## config.mk

```make
export PLATFORM = sky130hd
export DESIGN_NAME = cal_bcd_clock
export DESIGN_NICKNAME = d
export VERILOG_FILES = /design/src/rtl/cal_pkg.sv /design/src/rtl/cal_prescaler.sv /design/src/rtl/cal_month_len.sv /design/src/rtl/cal_bcd_field.sv /design/src/rtl/cal_bcd_clock.sv
export SDC_FILE = /design/constraint.sdc
export NUM_CORES = 1
export LEC_CHECK = 0
export BUFFER_PORTS_ARGS = -buffer_cell sky130_fd_sc_hd__buf_2
export CAP_MARGIN = 10
export CORE_UTILIZATION = 30
export CTS_BUF_LIST = sky130_fd_sc_hd__clkbuf_4 sky130_fd_sc_hd__clkbuf_8
export DETAILED_ROUTE_END_ITERATION = 7
export GPL_ROUTABILITY_DRIVEN = 0
export PLACE_DENSITY = 0.57
export SETUP_SLACK_MARGIN = 0.4
export SLEW_MARGIN = 15
export SYNTH_ARGS = -nofsm -noshare
export SYNTH_HDL_FRONTEND = slang
export SYNTH_SLANG_ARGS = --single-unit
```

## constraint.sdc

```tcl
create_clock -name clk -period 3.25 [get_ports clk]
set_clock_uncertainty 0.15 [all_clocks]
set_input_delay 0.4875 -clock clk [delete_from_list [all_inputs] [get_ports clk]]
set_output_delay 0.4875 -clock clk [all_outputs]
set_load 0.005 [all_outputs]
```

## src/rtl/cal_pkg.sv

```systemverilog
// Shared field indices and per-field constants for the BCD calendar clock.
// Assumes every field is one packed-BCD byte.
package cal_pkg;

    localparam int NUM_FIELDS = 7;

    typedef enum int {
        F_SEC  = 0,
        F_MIN  = 1,
        F_HOUR = 2,
        F_DOW  = 3,
        F_DATE = 4,
        F_MON  = 5,
        F_YEAR = 6
    } field_e;

    // Value taken on reset and on wrap.
    localparam logic [7:0] FIELD_FIRST [NUM_FIELDS] =
        '{8'h00, 8'h00, 8'h00, 8'h01, 8'h01, 8'h01, 8'h00};

    // Bits that hold time data (control bits are removed).
    localparam logic [7:0] FIELD_MASK [NUM_FIELDS] =
        '{8'h7F, 8'h7F, 8'h3F, 8'h07, 8'h3F, 8'h1F, 8'hFF};

    // Last value before wrap; the date entry is replaced at run time.
    localparam logic [7:0] FIELD_LAST [NUM_FIELDS] =
        '{8'h59, 8'h59, 8'h23, 8'h07, 8'h31, 8'h12, 8'h99};

    // Add one to a valid packed-BCD byte.
    function automatic logic [7:0] bcd_inc(input logic [7:0] v);
        logic [7:0] r;
        if (v[3:0] >= 4'd9) r = {v[7:4] + 4'd1, 4'd0};
        else                r = {v[7:4], v[3:0] + 4'd1};
        return r;
    endfunction

endpackage

```

## src/rtl/cal_prescaler.sv

```systemverilog
// Divides the clock-enable pulse train by DIV to give a one-cycle
// seconds tick, and exposes the counter LSB as a half-rate test wave.
// Assumes DIV is even so the LSB forms a clean square wave.
module cal_prescaler #(
    parameter int DIV = 1024
) (
    input  logic clk,
    input  logic rst_n,
    input  logic en_pulse,
    input  logic freeze,
    input  logic clear,
    output logic sec_tick,
    output logic half_wave
);
    localparam int CW = (DIV > 1) ? $clog2(DIV) : 1;
    localparam logic [CW-1:0] TOP = CW'(DIV - 1);

    logic [CW-1:0] cnt_q;
    logic          step;

    // A counted pulse is an enable while not frozen.
    assign step     = en_pulse && !freeze;
    assign sec_tick = step && (cnt_q == TOP);
    assign half_wave = cnt_q[0];

    // Counter: clears on load, wraps at DIV.
    always_ff @(posedge clk) begin
        if (!rst_n)         cnt_q <= '0;
        else if (clear)     cnt_q <= '0;
        else if (sec_tick)  cnt_q <= '0;
        else if (step)      cnt_q <= cnt_q + CW'(1);
    end

endmodule

```

## src/rtl/cal_month_len.sv

```systemverilog
// Gives the last BCD date of a month from its BCD month and year.
// Assumes valid BCD inputs; the leap rule is year mod 4 == 0.
module cal_month_len (
    input  logic [7:0] month,
    input  logic [7:0] year,
    output logic [7:0] last_day
);
    logic leap;

    // Decimal value mod 4 is (ones + 2 * tens) mod 4.
    assign leap = !year[0] && (year[1] == year[4]);

    // Choose the month length.
    always_comb begin
        case (month)
            8'h02:                      last_day = leap ? 8'h29 : 8'h28;
            8'h04, 8'h06, 8'h09, 8'h11: last_day = 8'h30;
            default:                    last_day = 8'h31;
        endcase
    end

endmodule

```

## src/rtl/cal_bcd_field.sv

```systemverilog
// One packed-BCD counter field with a load, an increment, and a
// wrap from LAST to FIRST. Reports when it sits at or past its last value.
// Assumes loaded values are valid BCD within the field's range.
module cal_bcd_field #(
    parameter logic [7:0] FIRST = 8'h00,
    parameter logic [7:0] MASK  = 8'hFF
) (
    input  logic       clk,
    input  logic       rst_n,
    input  logic       load,
    input  logic [7:0] load_val,
    input  logic       inc,
    input  logic [7:0] last,
    output logic [7:0] value,
    output logic       at_last
);
    import cal_pkg::*;

    // Past-last values wrap too, so a bad load cannot stick.
    assign at_last = (value >= last);

    // Field register: reset, load, or step.
    always_ff @(posedge clk) begin
        if (!rst_n)      value <= FIRST;
        else if (load)   value <= load_val & MASK;
        else if (inc)    value <= at_last ? FIRST : bcd_inc(value);
    end

endmodule

```

## src/rtl/cal_bcd_clock.sv

```systemverilog
// BCD calendar clock: a prescaler, seven BCD fields in a carry chain,
// a month-length table, and stop/test control bits that travel in the bytes.
// Assumes tick_1k is a one-cycle pulse at 1024 Hz and loads carry valid BCD.
module cal_bcd_clock #(
    parameter int PRESCALE_DIV = 1024
) (
    input  logic       clk,
    input  logic       rst_n,
    input  logic       tick_1k,
    input  logic       load,
    input  logic [7:0] ld_sec,
    input  logic [7:0] ld_min,
    input  logic [7:0] ld_hour,
    input  logic [7:0] ld_dow,
    input  logic [7:0] ld_date,
    input  logic [7:0] ld_month,
    input  logic [7:0] ld_year,
    output logic [7:0] sec_o,
    output logic [7:0] min_o,
    output logic [7:0] hour_o,
    output logic [7:0] dow_o,
    output logic [7:0] date_o,
    output logic [7:0] month_o,
    output logic [7:0] year_o
);
    import cal_pkg::*;

    localparam int STOP_BIT = 7;
    localparam int TEST_BIT = 6;

    logic       stop_q;
    logic       ftest_q;
    logic       sec_tick;
    logic       half_wave;
    logic [7:0] date_last;
    logic [7:0] ld_val  [NUM_FIELDS];
    logic [7:0] fval    [NUM_FIELDS];
    logic [NUM_FIELDS-1:0] at_end;
    logic [NUM_FIELDS-1:0] inc;

    // Raw field values, named for readability and for the checker.
    logic [7:0] sec_q, min_q, hour_q, dow_q, date_q, mon_q, year_q;

    // Control bits: the stop bit and the test bit.
    always_ff @(posedge clk) begin
        if (!rst_n) begin
            stop_q  <= 1'b0;
            ftest_q <= 1'b0;
        end else if (load) begin
            stop_q  <= ld_sec[STOP_BIT];
            ftest_q <= ld_dow[TEST_BIT];
        end
    end

    // Gather the load bytes into the field order.
    always_comb begin
        ld_val[F_SEC]  = ld_sec;
        ld_val[F_MIN]  = ld_min;
        ld_val[F_HOUR] = ld_hour;
        ld_val[F_DOW]  = ld_dow;
        ld_val[F_DATE] = ld_date;
        ld_val[F_MON]  = ld_month;
        ld_val[F_YEAR] = ld_year;
    end

    cal_prescaler #(.DIV(PRESCALE_DIV)) u_pre (
        .clk       (clk),
        .rst_n     (rst_n),
        .en_pulse  (tick_1k),
        .freeze    (stop_q),
        .clear     (load),
        .sec_tick  (sec_tick),
        .half_wave (half_wave)
    );

    cal_month_len u_mlen (
        .month    (mon_q),
        .year     (year_q),
        .last_day (date_last)
    );

    // Carry chain: each enable is built from end flags, not from other enables.
    always_comb begin
        logic day_step;
        day_step     = sec_tick && at_end[F_SEC] && at_end[F_MIN] && at_end[F_HOUR];
        inc[F_SEC]   = sec_tick;
        inc[F_MIN]   = sec_tick && at_end[F_SEC];
        inc[F_HOUR]  = sec_tick && at_end[F_SEC] && at_end[F_MIN];
        inc[F_DOW]   = day_step;
        inc[F_DATE]  = day_step;
        inc[F_MON]   = day_step && at_end[F_DATE];
        inc[F_YEAR]  = day_step && at_end[F_DATE] && at_end[F_MON];
    end

    for (genvar i = 0; i < NUM_FIELDS; i++) begin : g_field
        logic [7:0] last_v;
        if (i == F_DATE) begin : g_dyn
            assign last_v = date_last;
        end else begin : g_fix
            assign last_v = FIELD_LAST[i];
        end
        cal_bcd_field #(
            .FIRST (FIELD_FIRST[i]),
            .MASK  (FIELD_MASK[i])
        ) u_fld (
            .clk      (clk),
            .rst_n    (rst_n),
            .load     (load),
            .load_val (ld_val[i]),
            .inc      (inc[i]),
            .last     (last_v),
            .value    (fval[i]),
            .at_last  (at_end[i])
        );
    end

    assign sec_q  = fval[F_SEC];
    assign min_q  = fval[F_MIN];
    assign hour_q = fval[F_HOUR];
    assign dow_q  = fval[F_DOW];
    assign date_q = fval[F_DATE];
    assign mon_q  = fval[F_MON];
    assign year_q = fval[F_YEAR];

    // Output bytes with control bits and the test wave merged in.
    always_comb begin
        sec_o    = {stop_q, sec_q[6:1], (ftest_q && !stop_q) ? half_wave : sec_q[0]};
        min_o    = min_q;
        hour_o   = hour_q;
        dow_o    = {1'b0, ftest_q, 3'b000, dow_q[2:0]};
        date_o   = date_q;
        month_o  = mon_q;
        year_o   = year_q;
    end

endmodule

```

-- Yosys cells after proc, flatten, opt, wreduce, memory -nomap -nowiden
Cells that the tools add are included.
- $add $sub $neg: 15
- multiply operators: 0
- divide/modulo/power cells: 0
- $lt $le $gt $ge: 14
- eq/ne operators: 7
- shift operators: 0
- multiplexer cells: 31
- bitwise operators: 1
- reduce and logical (&&, ||, !) cells: 44
- operators by type and width (cell ; number):
    8-bit 2-to-1 mux ; 16
    4-bit by 1-bit adder with 4-bit output, second input constant ; 14
    4-bit greater-or-equal comparator, second input constant ; 7
    7-bit 2-to-1 mux ; 4
    6-bit 2-to-1 mux ; 4
    2-bit AND reduction ; 12
    2-bit nonzero test ; 12
    3-bit nonzero test ; 6
    8-bit by 3-bit equality test with 1-bit output, second input constant ; 2
    8-bit by 7-bit greater-or-equal comparator with 1-bit output, second input constant ; 2
    8-bit one-hot mux with 2 select lines ; 1
    10-bit by 1-bit adder with 10-bit output, second input constant ; 1
    10-bit equality test, second input constant ; 1
    5-bit 2-to-1 mux ; 2
    1-bit logical AND ; 9
    8-bit by 2-bit equality test with 1-bit output, second input constant ; 1
    8-bit by 4-bit equality test with 1-bit output, second input constant ; 1
    8-bit by 5-bit equality test with 1-bit output, second input constant ; 1
    8-bit by 3-bit greater-or-equal comparator with 1-bit output, second input constant ; 1
    8-bit by 5-bit greater-or-equal comparator with 1-bit output, second input constant ; 1
    8-bit by 6-bit greater-or-equal comparator with 1-bit output, second input constant ; 1
    8-bit greater-or-equal comparator ; 1
    8-bit greater-or-equal comparator, second input constant ; 1
    3-bit 2-to-1 mux ; 2
    7 further kinds ; 9
- register bits: 68
- latch bits: 0
- RAM bits: 0
- ROM bits: 0
- word-level logic and storage cells: 135
- memories kept: 0

-- Logic depth before layout (Yosys ltp)
Gate-level depths: netlist of the first run.
- depth after elaboration: 10
- gate-level depth with buffers: 15
- depth with buffers taken out: 13

-- Cells and area by module
Synthesis of the first run repeated with hierarchy kept, for this count alone.
- cell total of the unflattened synthesis: 769
- area total of the unflattened synthesis: 6134.6 µm²
- by module, submodules not included (module ; times used ; cells each ; area each (µm²) ; sequential area each (µm²)):
    cal_bcd_field (g_field[0].u_fld ...) ; 2 ; 92 ; 733.2 ; 160.2
    cal_bcd_field (g_field[6].u_fld) ; 1 ; 117 ; 860.8 ; 160.2
    cal_bcd_field (g_field[2].u_fld) ; 1 ; 95 ; 749.5 ; 160.2
    cal_bcd_field (g_field[5].u_fld) ; 1 ; 90 ; 749.5 ; 160.2
    cal_bcd_field (g_field[4].u_fld) ; 1 ; 96 ; 739.5 ; 160.2
    cal_bcd_field (g_field[3].u_fld) ; 1 ; 87 ; 688.2 ; 160.2
    cal_prescaler ; 1 ; 61 ; 560.5 ; 200.2
    cal_bcd_clock ; 1 ; 21 ; 188.9 ; 40.0
    cal_month_len ; 1 ; 18 ; 131.4 ; 0.0

-- Worst setup path after synthesis of the first run
Ideal clock, no wire load.
- kind: reg-to-reg
- start: register g_field[5].u_fld.value[0]
- end: register g_field[4].u_fld.value[3]
- arrival time: 2.983 ns
- data required time: 3.017 ns
- setup slack: 0.035 ns
- cell stages (with the launch flop): 15
- cell sequence: dfxtp_1 -> inv_1 -> ha_1 -> o211ai_1 -> a21oi_1 -> a31oi_1 -> nor3_1 -> a21oi_1 -> ha_1 -> nor4b_1 -> nor2_1 -> or2_2 -> buf_1 -> or4_1 -> o221ai_1
- cells in the longest elaborated chain, start to end: 7
- elaborated cells on any way between the ends: 11
- RTL lines (item ; RTL line ; RTL):
    start: declaration ; cal_bcd_field.sv:14 ; output logic [7:0] value,
    start signal: assignment ; cal_bcd_field.sv:25 ; else if (load) value <= load_val & MASK;
    start signal: assignment ; cal_bcd_field.sv:26 ; else if (inc) value <= at_last ? FIRST : bcd_inc(value);
    8-bit by 3-bit equality test with 1-bit output (tied with other cells) ; cal_month_len.sv:15 ; case (month)
    4-bit OR reduction ; cal_month_len.sv:15 ;
    8-bit one-hot mux with 2 select lines * ; cal_month_len.sv:15 ;
    8-bit greater-or-equal comparator * ; cal_bcd_field.sv:20 ; assign at_last = (value >= last);
    8-bit 2-to-1 mux * ; cal_bcd_field.sv:26 ;
    6-bit 2-to-1 mux * ; cal_bcd_field.sv:26 ;
    6-bit 2-to-1 mux * ; cal_bcd_field.sv:25 ;
    end signal: assignment ; cal_bcd_field.sv:25 ;
    end signal: assignment ; cal_bcd_field.sv:26 ;
    end: declaration ; cal_bcd_field.sv:14 ;
Mark *: on every way between the ends. The rest lies on a longest branch, timed or not. The select of a mux whose other input is x is not followed.
A chain may end at the register's enable or synchronous reset.

-- Worst setup path in the final report of the first run
Ends and elaborated chain as after synthesis.

==> results.yml, run 1 <==
outcome:
  status: "completed"
sta:
  rsz0062_at_grt: "yes"
  finalHoldViolCount: 0
  finalCriticalPeriod_ns: 2.96
  worst_pin_slew_ns: 0.734
  finalMaxSlewViolations: 0
  setup_viol: 0
  tns_ns: 0
  finalCritPeriodShare: 0.910
  max_slew_margin: 0.509
  fmax_mhz: 338
global_routing:
  grt_max_degree: 29
  grt_util_all_layers: 0.176
  overflow: 0
  grt_pass1_vias: 4159
  antenna_found_initial: 0
  grt_pass1_wl_um: 20700
detailed_routing:
  route.met3.wl_um: 658
  met2_length_um: 6030
  drt_iter0_drc: 278
  dr.pass1.iters: 4
  drc: 0
  top_layer_used: "met4"
  wl_um: 13100
  routed-via-count: 4399
  wl_met1_um: 6120
  viasPerCell: 5.32
  ant_nets: 0
  avgRoutedWirePerCell_um: 15.8
cells_and_area:
  n_antenna_cell: 0
  layout_commonest_cell: "buf_2"
  fillers: 1512
  layout_common_cells: "buf_2 (99), dfxtp_1 (64), nand2_1 (42), ha_1 (39), o21ai_0 (38)"
  syn_to_final_growth_pct: 23.8
  stdcell_area_um2: 5480
  final_util: 0.378
  drive_above_1_share: 0.263
  nNetsFinal: 740
power:
  p_comb_frac: 0.157
  pwr-share-seq: 0.451
  power_leakage_nw: 2.32
  clkPwrFrac: 0.392
  peakVddDrop_v: 0.000164
  power_density_nw_per_um2: 376
  p_sw_w: 0.000588
  intPower_w: 0.00147
  power.switching_fraction: 0.285
  power_w: 0.00206
hold_path:
  hold_class: "input pin to flop"
die:
  die-area_um2: 15200
  die-height_um: 123
  row_count: 44
  die_w_um: 123
  coreArea_um2: 14500
  start_util: 0.306
  num_io_pins: 116
clock_tree:
  htree_levels: 3
  cts_buffer_depth: 2
  holdBufCountCts: 0
  cts_root_buf: "clkbuf_8"
  clock-sinks: 68
  cts_buffers: 9
  cts_tree: "done"
  clk-insertion-delay-late_ns: 0.37
  cts.reportedPaths.clkPinSlew_ns: 0.08
worst_setup_path:
  critPathBufInv: 1
  cpPeakStageDelay_ns: 0.39
  cpLargestDelayFamily: "simple AND/OR/NAND/NOR gates"
  worstPathCellList: "inv_4 > ha_4 > o211ai_1 > a21oi_1 > a31oi_1 > nor3_2 > a21oi_1 > ha_1 > nor4b_4 > nor2_2 > or2_4 > or4_1 > o221ai_1"
  required_ns: 3.38
  cp-start-kind: "flop"
  path_max_fanout: 3
  cp.arrival_ns: 3.09
  end_kind: "flop"
  crit_top_cell: "a21oi_1"
  worstSetupPathType: "flop to flop"
  cp_slowest_cell: "or4_1"
run:
  drv_cap: 0
logic_synthesis:
  ys_seq_elements: 68
  synth.distinct_cells: 61
  avgSynthCellArea_um2: 8.12
  synth_flop_cell: "dfxtp_1"
  syn_inst: 545
  yosysWarnings: 0
  synth_area_um2: 4420
  async_flop_share: 0
  synth-seq-area-share: 0.308
  synth-edff-count: 0
placed_design:
  postPlaceCellArea_um2: 5120
  io_buffers: 99
  dp_hpwl_um: 9390
-- cell families (layout without fill, tap and decap cells) --
family / count (synthesis) / in the layout / synth area share
AO/OA/AOI/OAI: 150 / 150 / 0.224
XOR/XNOR: 12 / 12 / 0.0238
adder cells (fa/ha/maj): 42 / 42 / 0.119
buffers and inverters: 69 / 164 / 0.0727
flip-flops: 68 / 68 / 0.308
multiplexers: 6 / 6 / 0.0136
other: 1 / 4 / 0.000848
AND/OR/NAND/NOR: 197 / 197 / 0.239
-- cell type report --
class / count / area [um2] / area share
timing repair buffer: 120 / 661 / 0.121
multi-input combinational: 411 / 2890 / 0.527
clock inverter: 5 / 75.1 / 0.0137
tap: 184 / 230 / 0.0420
clock buffer: 11 / 145 / 0.0265
inverter: 28 / 110 / 0.0201
sequential: 68 / 1370 / 0.250
-- flip-flops by register name, indices dropped and copies added, names as in the netlist --
register,count
g_field.u_fld.value,56
stop_q,1
u_pre.cnt_q,10
ftest_q,1
-- through the flow --
stage | std cells | worst slack (ns) | hold WS [ns]
4_1_cts | 825 | 0.295 | 0.168
5_1_grt | 827 | 0.177 | 0.189
6_report | 827 | 0.293 | 0.184
2_1_floorplan | 548 | 0.319 | 0.294
3_5_place_dp | 804 | 0.190 | 0.313
3_3_place_gp | 804 | 0.250 | 0.314
-- path summary, 6_finish.rpt --
check	from	endpoint	depth (start not counted)	slack (ns)
worst max-delay path	g_field[5].u_fld.value[0]	g_field[4].u_fld.value[3]	13	0.29
worst min-delay path	ld_month[1]	g_field[5].u_fld.value[1]	3	0.18
worst max register to register	g_field[5].u_fld.value[0]	g_field[4].u_fld.value[3]	13	0.29
worst min register to register	g_field[2].u_fld.value[6]	g_field[2].u_fld.value[6]	2	0.34
-- synth_stat cells, types with 5 or more instances --
cell | count | area, um2
a21oi_1 | 31 | 155
nor2_1 | 38 | 143
nand2b_1 | 5 | 31.3
o311ai_0 | 6 | 52.6
a31oi_1 | 17 | 106
buf_4 | 15 | 113
o211ai_1 | 12 | 90.1
and2_1 | 7 | 43.8
clkbuf_1 | 18 | 67.6
and3_1 | 6 | 37.5
xor2_1 | 6 | 52.6
ha_1 | 42 | 526
mux2i_1 | 6 | 60.1
nor3b_1 | 6 | 45.0
nand2_1 | 42 | 158
nor3_1 | 17 | 85.1
dfxtp_1 | 68 | 1360
o21ai_0 | 38 | 190
nand3_1 | 23 | 115
inv_1 | 28 | 105
o31ai_1 | 6 | 45.0
buf_2 | 5 | 25.0
nand4_1 | 15 | 93.8
a211oi_1 | 6 | 45.0
xnor2_1 | 6 | 52.6
-- metal layers --
layer,global-route usage,vias to the layer above
li1,-,2178
met1,0.228,2096
met2,0.275,105
met3,0.0341,20
met4,0.0904,0
met5,0,-
-- power by group through the flow --
stage	registers [W]	clock network (W)	logic, W
finish	0.000930	0.000807	0.000324
floorplan	0.000936	0	0.000200
global placement	0.000947	0	0.000299
detailed placement	0.000949	0	0.000306
global route	0.000937	0.000866	0.000369
CTS	0.000928	0.000838	0.000316
-- worst register-to-register path: stages, from the launching register on --
cell	delay, ns
dfxtp_4	0.38
inv_4	0.05
ha_4	0.15
o211ai_1	0.17
a21oi_1	0.08
a31oi_1	0.19
nor3_2	0.07
a21oi_1	0.16
ha_1	0.27
nor4b_4	0.26
nor2_2	0.09
or2_4	0.24
or4_1	0.39
o221ai_1	0.18
-- timing repair --
| action | 4_1_cts | 5_1_grt |
|---|---|---|
| endpoints found under the setup margin | 22 | 24 |
| cloned | 0 | 0 |
| pin swaps | 10 | 6 |
| resized for setup | 7 | 12 |
| buffers inserted | 5 | 2 |
| endpoints found under the hold margin | 0 | 0 |
(Power assumes the default switching activity.)
==> run 2, diff against run 1 <==
Settings changed: SETUP_SLACK_MARGIN 0.4 to 0.15.
==> run 2 against run 1 <==
- die area unchanged
- clock power is 13% lower
- first-iteration DRC count down 16%
- cell count decreased by 0.12%
- sequential power about the same
- final area decreased by 1.3%
- flip-flop and latch count did not move
- non-clock buffer count stayed put
- global-route usage down 0.27 points
- via count increased by 1.1%
- hold slack gained 0.0049 ns
==> results.yml, run 2 (same netlist as run 1, synthesis figures left out) <==
outcome:
  status: "completed"
cells_and_area:
  fillers: 1503
  largest_reg_flops: 56
  top_register: "g_field.u_fld.value"
  drive_above_1_share: 0.255
  reg.largest.list: "g_field.u_fld.value x56, u_pre.cnt_q x10"
  layout_common_cells: "buf_2 (99), dfxtp_1 (64), nand2_1 (42), ha_1 (39)"
  n_antenna_cell: 0
  stdcell_area_um2: 5410
  syn_to_final_growth_pct: 22.2
  nNetsFinal: 740
  layout_commonest_cell: "buf_2"
detailed_routing:
  drt_iter0_drc: 234
  routed-via-count: 4448
  ant_nets: 0
  viasPerCell: 5.38
  wl_um: 13100
  dr.pass1.iters: 4
  avgRoutedWirePerCell_um: 15.8
  met2_length_um: 5940
  wl_met1_um: 6150
  top_layer_used: "met4"
  drc: 0
  route.met3.wl_um: 626
clock_tree:
  cts_root_buf: "clkbuf_8"
  cts_buffer_depth: 2
  cts_tree: "done"
  clk-insertion-delay-late_ns: 0.36
  clock-sinks: 68
  htree_levels: 3
  cts.reportedPaths.clkPinSlew_ns: 0.07
  cts_buffers: 9
  holdBufCountCts: 0
die:
  start_util: 0.306
  num_io_pins: 116
  row_count: 44
  die-height_um: 123
  coreArea_um2: 14500
  die_w_um: 123
  die-area_um2: 15200
worst_setup_path:
  timing.rr.start: "g_field[5].u_fld.value[1]"
  end_kind: "flop"
  rrSetupSlack_ns: 0.23
  cpPeakStageDelay_ns: 0.41
  worstPathCellList: "inv_4 > ha_4 > o211ai_1 > a21oi_2 > a31oi_2 > nor3_2 > a21oi_1 > ha_1 > nor4b_2 > nor2_1 > or2_4 > or4_4 > o221ai_2"
  worstRegToRegCells: 13
  critPathBufInv: 1
  required_ns: 3.38
  path_max_fanout: 6
  cp.arrival_ns: 3.15
  cpLargestDelayFamily: "simple AND/OR/NAND/NOR gates"
  cp_slowest_cell: "or4_4"
  worstSetupPathType: "flop to flop"
  r2r-end: "g_field[4].u_fld.value[3]"
  cp-start-kind: "flop"
global_routing:
  grt_max_degree: 29
  grt_pass1_wl_um: 20300
  overflow: 0
  antenna_found_initial: 0
  grt_pass1_vias: 4139
  grt_util_all_layers: 0.173
placed_design:
  dp_hpwl_um: 9310
  io_buffers: 99
  pre_cts_slack_ns: 0.0223
  postPlaceCellArea_um2: 5080
power:
  power_leakage_nw: 2.29
  power_density_nw_per_um2: 361
  peakVddDrop_v: 0.000183
hold_path:
  hold_depth: 3
  hold_class: "input pin to flop"
  min_to: "g_field[5].u_fld.value[2]"
  min_from: "ld_month[2]"
run:
  drv_cap: 0
sta:
  setup_viol: 0
  finalCritPeriodShare: 0.929
  timing.final.ws_setup_ns: 0.232
  max_slew_margin: 0.495
  rsz0062_at_grt: "yes"
  tns_ns: 0
  finalHoldViolCount: 0
  finalMaxSlewViolations: 0
  worst_pin_slew_ns: 0.755
  fmax_mhz: 331
  finalCriticalPeriod_ns: 3.02
run 2: worst max path at each step:
stage	start	cells past startpoint	slack [ns]	endpoint
floorplan	g_field[5].u_fld.value[1]	14	0.16	g_field[4].u_fld.value[3]
global placement	g_field[5].u_fld.value[1]	13	0.09	g_field[4].u_fld.value[3]
detailed placement	g_field[5].u_fld.value[1]	13	0.02	g_field[4].u_fld.value[3]
CTS	g_field[5].u_fld.value[1]	13	0.17	g_field[4].u_fld.value[3]
global route	g_field[5].u_fld.value[1]	13	0.10	g_field[4].u_fld.value[3]
finish	g_field[5].u_fld.value[1]	13	0.23	g_field[4].u_fld.value[3]
run 2: layout make-up:
| type | instances | area [um2] | share of cell area |
|---|---|---|---|
| Sequential cell | 68 | 1370 | 0.254 |
| Tap cell | 184 | 230 | 0.0426 |
| Clock buffer | 10 | 138 | 0.0255 |
| Timing Repair Buffer | 120 | 657 | 0.121 |
| Inverter | 28 | 110 | 0.0204 |
| Multi-Input combinational cell | 411 | 2850 | 0.527 |
| Clock inverter | 5 | 52.6 | 0.00972 |
run 2: worst reg2reg max path, cell delays in order (launching register included):
cell,delay [ns]
dfxtp_4,0.40
inv_4,0.06
ha_4,0.15
o211ai_1,0.20
a21oi_2,0.08
a31oi_2,0.18
nor3_2,0.08
a21oi_1,0.18
ha_1,0.26
nor4b_2,0.26
nor2_1,0.10
or2_4,0.27
or4_4,0.41
o221ai_2,0.16
run 2: what timing repair did:
action	4_1_cts	5_1_grt
resized for setup	6	19
pin swaps	5	9
setup buffers	3	2
setup endpoints to repair	4	8
cloned	0	0
run 2: stage by stage:
step | total power [W] | std cells | utilization | hold WS, ns
6_report | 0.00195 | 826 | 0.373 | 0.188
4_1_cts | 0.00197 | 824 | 0.367 | 0.170
3_5_place_dp | 0.00125 | 806 | 0.351 | 0.311
3_3_place_gp | 0.00124 | 806 | 0.351 | 0.311
5_1_grt | 0.00206 | 826 | 0.373 | 0.176
2_1_floorplan | 0.00113 | 548 | - | 0.294
run 2: where the power goes:
group / internal, W / leakage, nW / switching (W)
Sequential: 0.000869 / 0.560 / 0.0000598
Combinational: 0.000143 / 1.63 / 0.000176
Clock: 0.000367 / 0.0979 / 0.000337
Total: 0.00138 / 2.29 / 0.000573
run 2: per-layer routing:
layer / GRT usage / up-vias
met5: 0 / -
met3: 0.0323 / 24
met1: 0.222 / 2141
met2: 0.274 / 111
met4: 0.0911 / 0
li1: - / 2172
